<file path="config.mk">
export PLATFORM = sky130hd
export DESIGN_NAME = canbuf_front
export DESIGN_NICKNAME = d
export VERILOG_FILES = /design/src/rtl/canbuf_front.sv
export SDC_FILE = /design/constraint.sdc
export NUM_CORES = 1
export LEC_CHECK = 0
export ABC_CLOCK_PERIOD_IN_PS = 2600
export BUFFER_PORTS_ARGS = -buffer_cell sky130_fd_sc_hd__buf_2
export CAP_MARGIN = 20
export CORE_ASPECT_RATIO = 0.7
export CORE_UTILIZATION = 45
export DETAILED_ROUTE_END_ITERATION = 10
export PLACE_DENSITY = 0.77
export SYNTH_ARGS = -nofsm -noshare
export SYNTH_HDL_FRONTEND = slang
export SYNTH_SLANG_ARGS = --single-unit
</file>
<file path="constraint.sdc">
create_clock -name clk -period 2.6 [get_ports clk]
set_input_delay 0.26 -clock clk [delete_from_list [all_inputs] [get_ports clk]]
set_output_delay 0.26 -clock clk [all_outputs]
set_load 0.1 [all_outputs]
</file>
<file path="src/rtl/canbuf_front.sv">
module canbuf_front #(
  parameter int NBUF = 15,
  parameter int TSW  = 16,
  parameter int ECW  = 8,
  localparam int BW  = $clog2(NBUF + 1),
  localparam int AW  = BW + 3,
  localparam int RAW = BW + 1
) (
  input  logic           clk,
  input  logic           rst_n,
  input  logic           reg_we,
  input  logic [RAW-1:0] reg_addr,
  input  logic [15:0]    reg_wdata,
  output logic [15:0]    reg_rdata,
  input  logic           bit_tick,
  input  logic           err_tx_inc,
  input  logic           err_rx_inc,
  input  logic           tx_dom,
  output logic           can_tx,
  input  logic           can_rx,
  output logic           rx_dom,
  output logic           eng_run,
  input  logic           rx_vld,
  input  logic [BW-1:0]  rx_buf,
  input  logic [2:0]     rx_idx,
  input  logic [7:0]     rx_data,
  input  logic [BW-1:0]  tx_buf,
  input  logic [2:0]     tx_idx,
  output logic [7:0]     tx_data,
  input  logic           frm_done,
  input  logic           frm_tx,
  input  logic           frm_ok,
  input  logic [BW-1:0]  frm_buf,
  output logic           mem_we,
  output logic [AW-1:0]  mem_waddr,
  output logic [7:0]     mem_wdata,
  output logic [AW-1:0]  mem_raddr,
  input  logic [7:0]     mem_rdata,
  output logic           ts_we,
  output logic [BW-1:0]  ts_buf,
  output logic [TSW-1:0] ts_val
);
  localparam logic [3:0] ST_EMPTY = 4'd0;
  localparam logic [3:0] ST_RDY   = 4'd1;
  localparam logic [3:0] ST_FULL  = 4'd2;
  localparam int SB = 1 << BW;

  logic [5:0]      cfg;
  logic [3:0]      sts [NBUF];
  logic [NBUF-1:0] lock, ovr;
  logic [TSW-1:0]  ts_q;
  logic [ECW-1:0]  tec, rec;
  logic            rx_lk, done_lk, done_v, acc, rej, ts_clr;
  logic            unused_bits;

  wire en    = cfg[0];
  wire ctx   = cfg[1];
  wire crx   = cfg[2];
  wire lken  = cfg[3];
  wire tsync = cfg[4];
  wire ddir  = cfg[5];

  assign unused_bits = ^reg_wdata[15:6];

  assign eng_run = en;
  assign can_tx  = en ? (tx_dom ^ ~ctx) : ~ctx;
  assign rx_dom  = en & (can_rx ^ ~crx);

  always_comb begin
    rx_lk   = 1'b0;
    done_lk = 1'b0;
    for (int i = 0; i < NBUF; i++) begin
      if (rx_buf == BW'(i))  rx_lk   = lock[i];
      if (frm_buf == BW'(i)) done_lk = lock[i];
    end
  end

  assign mem_we    = en & rx_vld & (int'(rx_buf) < NBUF) & ~rx_lk;
  assign mem_waddr = {rx_buf, ddir ? rx_idx : ~rx_idx};
  assign mem_wdata = rx_data;
  assign mem_raddr = {tx_buf, ddir ? tx_idx : ~tx_idx};
  assign tx_data   = mem_rdata;

  assign done_v = en & frm_done & frm_ok & (int'(frm_buf) < NBUF);
  assign acc    = done_v & (frm_tx | ~done_lk);
  assign rej    = done_v & ~frm_tx & done_lk;
  assign ts_clr = tsync & acc & (frm_buf == '0);

  assign ts_we  = acc;
  assign ts_buf = frm_buf;
  assign ts_val = ts_q;

  always_ff @(posedge clk or negedge rst_n) begin
    if (!rst_n) begin
      cfg  <= '0;
      ts_q <= '0;
      tec  <= '0;
      rec  <= '0;
      lock <= '0;
      ovr  <= '0;
      for (int i = 0; i < NBUF; i++) sts[i] <= ST_EMPTY;
    end else begin
      if (reg_we && reg_addr == RAW'(0)) cfg <= reg_wdata[5:0];

      if (!en)           ts_q <= '0;
      else if (ts_clr)   ts_q <= '0;
      else if (bit_tick) ts_q <= ts_q + 1'b1;

      if (!en) begin
        tec <= '0;
        rec <= '0;
      end else begin
        if (err_tx_inc && tec != '1) tec <= tec + 1'b1;
        if (err_rx_inc && rec != '1) rec <= rec + 1'b1;
      end

      for (int i = 0; i < NBUF; i++) begin
        if (reg_we && reg_addr == RAW'(SB + i)) begin
          sts[i] <= reg_wdata[3:0];
          if (reg_wdata[3:0] == ST_RDY) lock[i] <= 1'b0;
        end
        if (reg_we && reg_addr == RAW'(3) && reg_wdata[i]) ovr[i] <= 1'b0;
        if (acc && frm_buf == BW'(i)) begin
          sts[i] <= frm_tx ? ST_EMPTY : ST_FULL;
          if (!frm_tx && lken) lock[i] <= 1'b1;
        end
        if (rej && frm_buf == BW'(i)) ovr[i] <= 1'b1;
        if (!lken || !en) lock[i] <= 1'b0;
      end
    end
  end

  always_comb begin
    reg_rdata = '0;
    case (reg_addr)
      RAW'(0): reg_rdata = 16'(cfg);
      RAW'(1): reg_rdata = 16'(ts_q);
      RAW'(2): reg_rdata = 16'({rec, tec});
      RAW'(3): reg_rdata = 16'(ovr);
      default: begin
        for (int i = 0; i < NBUF; i++)
          if (reg_addr == RAW'(SB + i)) reg_rdata = 16'(sts[i]);
      end
    endcase
  end

  // disabled block clears run-time state
  a_r11_off_clears: assert property (@(posedge clk) disable iff (!rst_n)
    !cfg[0] |=> (ts_q == '0 && tec == '0 && rec == '0 && lock == '0));

  // nothing reaches memory or timestamp store while disabled
  a_r11_off_quiet: assert property (@(posedge clk) disable iff (!rst_n)
    !cfg[0] |-> (!mem_we && !ts_we));

  // a locked reception leaves its buffer locked
  a_r6_lock_on_rx: assert property (@(posedge clk) disable iff (!rst_n)
    (ts_we && !frm_tx && cfg[3]) |=> (((lock >> $past(frm_buf)) & NBUF'(1)) != '0));

  // buffer-0 traffic resets the timestamp under sync
  a_r10_sync_reset: assert property (@(posedge clk) disable iff (!rst_n)
    (ts_we && cfg[4] && ts_buf == '0) |=> ts_q == '0);

  // timestamp steps by one per tick
  a_r9_ts_step: assert property (@(posedge clk) disable iff (!rst_n)
    (cfg[0] && bit_tick && !ts_clr) |=> ts_q == TSW'($past(ts_q) + 1'b1));

  // overrun flags are sticky without a clearing write
  a_r8_ovr_sticky: assert property (@(posedge clk) disable iff (!rst_n)
    !(reg_we && reg_addr == RAW'(3)) |=> ((ovr & $past(ovr)) == $past(ovr)));
endmodule

</file>
* After elaboration in Yosys (flattened, before gate mapping)
Cells that the tools add are included.
Widths: inputs -> output; s select.
** Cells by class
- $add $sub $neg :: 3
- Order comparisons :: 2
- Equality and inequality tests :: 52
- Multiplexer cells :: 192
- Bitwise gates (word level) :: 22
- Reductions and logical operators :: 102
** Operators by type and width (number)
- $mux 16 :: 17
- $mux 1 :: 136
- $mux 4 :: 31
- $eq 5x5->1 const B :: 15
- $logic_and 1x1->1 :: 65
- $pmux 16 s4 :: 1
- $reduce_bool 2->1 :: 30
- $eq 4x4->1 const B :: 14
- $eq 4x3->1 const B :: 8
- $mux 8 :: 4
- $add 16x1->16 const B :: 1
- $add 8x1->8 const B :: 2
- $eq 4x2->1 const B :: 4
- $ne 8x8->1 const B :: 2
- $and 1x1->1 :: 12
- $eq 4x1->1 const B :: 3
- $eq 5x2->1 const B :: 2
- $logic_not 4->1 :: 2
- $lt 4x4->1 const B :: 2
- $mux 3 :: 2
- $not 3->3 :: 2
- $eq 5x1->1 const B :: 1
- $logic_not 5->1 :: 1
- $not 1->1 :: 5
- other kinds (7) :: 11
** Word-level totals
- Register bits after elaboration :: 128
- Input port bits :: 67
- Logic and storage cells :: 408

* Longest topological paths before layout
- Depth in word-level cells :: 23
- Depth in mapped cells :: 9
- Depth with buffers taken out :: 6

* Worst setup path before layout
Ideal clock, no wire load.
- Path type :: reg-to-output
- Start :: register lock[3]
- End :: output port ts_we
- Arrival :: 3.855 ns
- Required time :: 2.340 ns
- Path slack :: -1.515 ns
- Stages on the path, launching flop included :: 6
- Path through :: dfrtp_1 -> mux4_2 -> a221oi_4 -> a31oi_4 -> buf_2 -> a211oi_1
** Between the ends
- Longest elaborated chain between the ends :: 15
** Ends and longest elaborated chain
- start, declared :: RTL line 50 : logic [NBUF-1:0] lock, ovr;
- start signal, assigned :: RTL line 99 : lock <= '0;
- start signal, assigned by index :: RTL line 120 : if (reg_wdata[3:0] == ST_RDY) lock[i] <= 1'b0;
- start signal, assigned by index :: RTL line 125 : if (!frm_tx && lken) lock[i] <= 1'b1;
- $mux 1 (12 in series) :: RTL line 74 : if (frm_buf == BW'(i)) done_lk = lock[i];
- $not 1->1 :: RTL line 85 : assign acc = done_v & (frm_tx | ~done_lk);
- $or 1x1->1 :: RTL line 85
- $and 1x1->1 :: RTL line 85
- end, declared :: RTL line 39 : output logic ts_we,
Every way passes these cells.

* Final worst setup path
- Start :: register lock[1]
- End :: output port ts_we
** Between the ends
- Longest elaborated chain between the ends :: 17
** Ends and longest elaborated chain (RTL line)
- $mux 1 (14 in series) :: 74
- $not 1->1 :: 85
- $or 1x1->1 :: 85
- $and 1x1->1 :: 85
Every way passes these cells.

==> impl_metrics.ini <==
[clock_tree]
cts.clk_slew.worst_paths_ns = 0.06
clkLatencyLatePin_ns = 0.44
cts.sinks = 128
cts_resized = 0
htreeDepth = 4
cts_made_buffers = 17
cts-root-buf = clkbuf_16
cts_buffer_depth = 2
cts_tree = done

[detailed_routing]
drtIter0Drc = 1063
num_vias = 7478
wire_per_inst_um = 21.9
postRouteAntennaNets = 0
drt-pass1-iter-count = 5
vias_per_cell = 6.39
drc = 0
drt-total-wl_mm = 25.7

[finish]
drive_gt1_frac = 0.247
num_antenna_cells = 0
fin_nets = 997
syn2layout_area_growth_pct = 20.5

[global_routing]
grt_max_degree = 58
grt_pass1_wl_mm = 40.7
track_usage = 0.292
grt_pass1_vias = 7129
grt.overflow.total = 0
antenna_found_initial = 0

[min_path]
hold_path.class = in -> reg

[timing]
setup_viol = 0
finalHoldViolCount = 0
fin_worst_skew_ns = 0.00975
max_freq_ghz = 0.392
max_slew_margin = 0.484
min_period_ns = 2.55
rsz0062_at_grt = yes
drv_slew = 0
finalSetupTns_ns = 0
min_period_over_period = 0.981
whs_ns = 0.0811
worst_pin_slew_ns = 0.771
fin_ws_ns = 0.0504

[placed_design]
portBuffers = 96
pre_cts_ws_ns = 0.262
routabilityCongestion = 0.987
place_hpwl_mm = 18.4

[synth]
synth_most_common_cell = dfrtp_1
synth_top_area_share = 0.402
yosysTopAreaCell = dfrtp_1
synth_area_mm2 = 0.00796
yosysSeqAreaShare = 0.402
synth_ff_type = dfrtp_1
yosys_warnings = 0
synthTopCellsByCount = dfrtp_1, nand2_1, a21oi_1, nor2_1, mux2i_1
ys_seq_elements = 128
netlist_instances = 855
avgSynthCellArea_um2 = 9.31
synth.distinct_cells = 71
syn_nets = 925
synth_edf_count = 0
async_reset_ff_frac = 1.00
synth_area_leaders = dfrtp_1, mux2i_1, a21oi_1

[power]
p_per_area_mw_per_mm2 = 661
max-vdd-ir-drop_mv = 0.488
cellLeakagePower_nw = 4.19

[floorplanning]
start_util = 0.463
core_area_mm2 = 0.0172
die-area_mm2 = 0.0182
num_rows = 40
io_pins = 138
dieHeight_um = 113
dieWidth_um = 161

[worst_setup_path]
start_kind = flop
end_kind = output port
cp_data_arrival_time_ns = 2.29
critPathKind = reg -> out
critPathMaxFanout = 3
crit_required_ns = 2.34
r2r_slack_ns = 0.39

[outcome]
status = finished clean

[flow_run]
maxCapViolations = 0
-- where the power goes --
part	total, W	leakage (nW)	internal [W]	switching [W]
sequential	0.00246	1.72	0.00222	0.000237
clock	0.00249	0.293	0.00147	0.00102
combinational	0.00139	2.18	0.000452	0.000935
-- area by class of cell --
type | instances | area, um^2
Fill cell | 1491 | 7620
Clock buffer | 18 | 439
Timing Repair Buffer | 143 | 1110
Clock inverter | 14 | 168
Inverter | 9 | 33.8
Tap cell | 231 | 289
Multi-Input combinational cell | 628 | 4350
Sequential cell | 128 | 3200
-- cell usage in the layout, fill, tap and decap left out, drive strengths merged, types with 5 or more instances in the layout --
cell type / Yosys / routed
a211oi: 7 / 7
a21oi: 74 / 74
a221oi: 5 / 5
a22o: 14 / 14
a22oi: 17 / 17
and2: 19 / 19
and3: 15 / 15
buf: 47 / 142
clkbuf: 43 / 18
dfrtp: 128 / 128
inv: 9 / 18
mux2: 25 / 25
mux2i: 51 / 51
mux4: 13 / 13
nand2: 84 / 84
nand2b: 11 / 11
nand3: 31 / 31
nand4: 15 / 15
nor2: 63 / 63
nor2b: 10 / 10
nor3: 13 / 13
o211ai: 8 / 8
o21ai: 39 / 39
o311ai: 7 / 7
o41ai: 6 / 6
or3: 5 / 5
xnor2: 25 / 25
xor2: 11 / 11
-- logic make-up (layout without fill, tap and decap cells) --
logic type / after synthesis / in the layout / synth area share
buffers and inverters: 99 / 184 / 0.0629
adders and majority gates: 3 / 3 / 0.00471
DFF: 128 / 128 / 0.402
and+or+nand+nor: 286 / 286 / 0.175
AOI/OAI and AO/OA: 214 / 214 / 0.179
muxes: 89 / 89 / 0.136
xor gates and xnor gates: 36 / 36 / 0.0396
-- metal layers --
layer | global-route usage | share of wire
met1 | 0.427 | 0.43
met2 | 0.408 | 0.42
met3 | 0.0872 | 0.13
met4 | 0.0943 | 0.024
met5 | 0 | 0
-- flip-flops by register name, summed over array words and instances, names as in the netlist --
signal / flops
rec: 8
tec: 8
sts: 60
cfg: 6
ovr: 15
ts_val: 16
lock: 15
-- stage by stage --
step	instance area, um^2	cells	util	total power, W
4_1_cts	9590	1171	0.557	0.00630
2_1_floorplan	8060	855	-	0.00354
3_5_place_dp	8970	1137	0.521	0.00383
6_report	9590	1171	0.557	0.00634
3_3_place_gp	8970	1137	0.521	0.00379
5_1_grt	9590	1171	0.557	0.00653
-- timing repair --
action                                 in CTS  in global routing
gates cloned                                0                  0
setup buffers                               1                  0
pin swaps                                   2                  0
endpoints found under the hold margin      55                  0
hold buffers                                1                  0
setup endpoints to repair                   1                  1
-- worst max-delay path: stages, from the launching register on --
cell,delay [ns]
dfrtp_1,0.40
mux4_2,0.52
a221oi_4,0.34
a31oi_4,0.15
a211oi_4,0.23
buf_12,0.21
-- path summary, 6_finish.rpt --
path,from,endpoint,depth (start not counted)
max reg2reg,lock[1],lock[8],5
min,reg_wdata[5],cfg[5],2
max,lock[1],ts_we,5
max in group asynchronous,rst_n,cfg[1],3
min reg2reg,ovr[14],ovr[14],2
min in group asynchronous,rst_n,sts[54],2
Note: power is estimated with default switching activity, not from simulation.
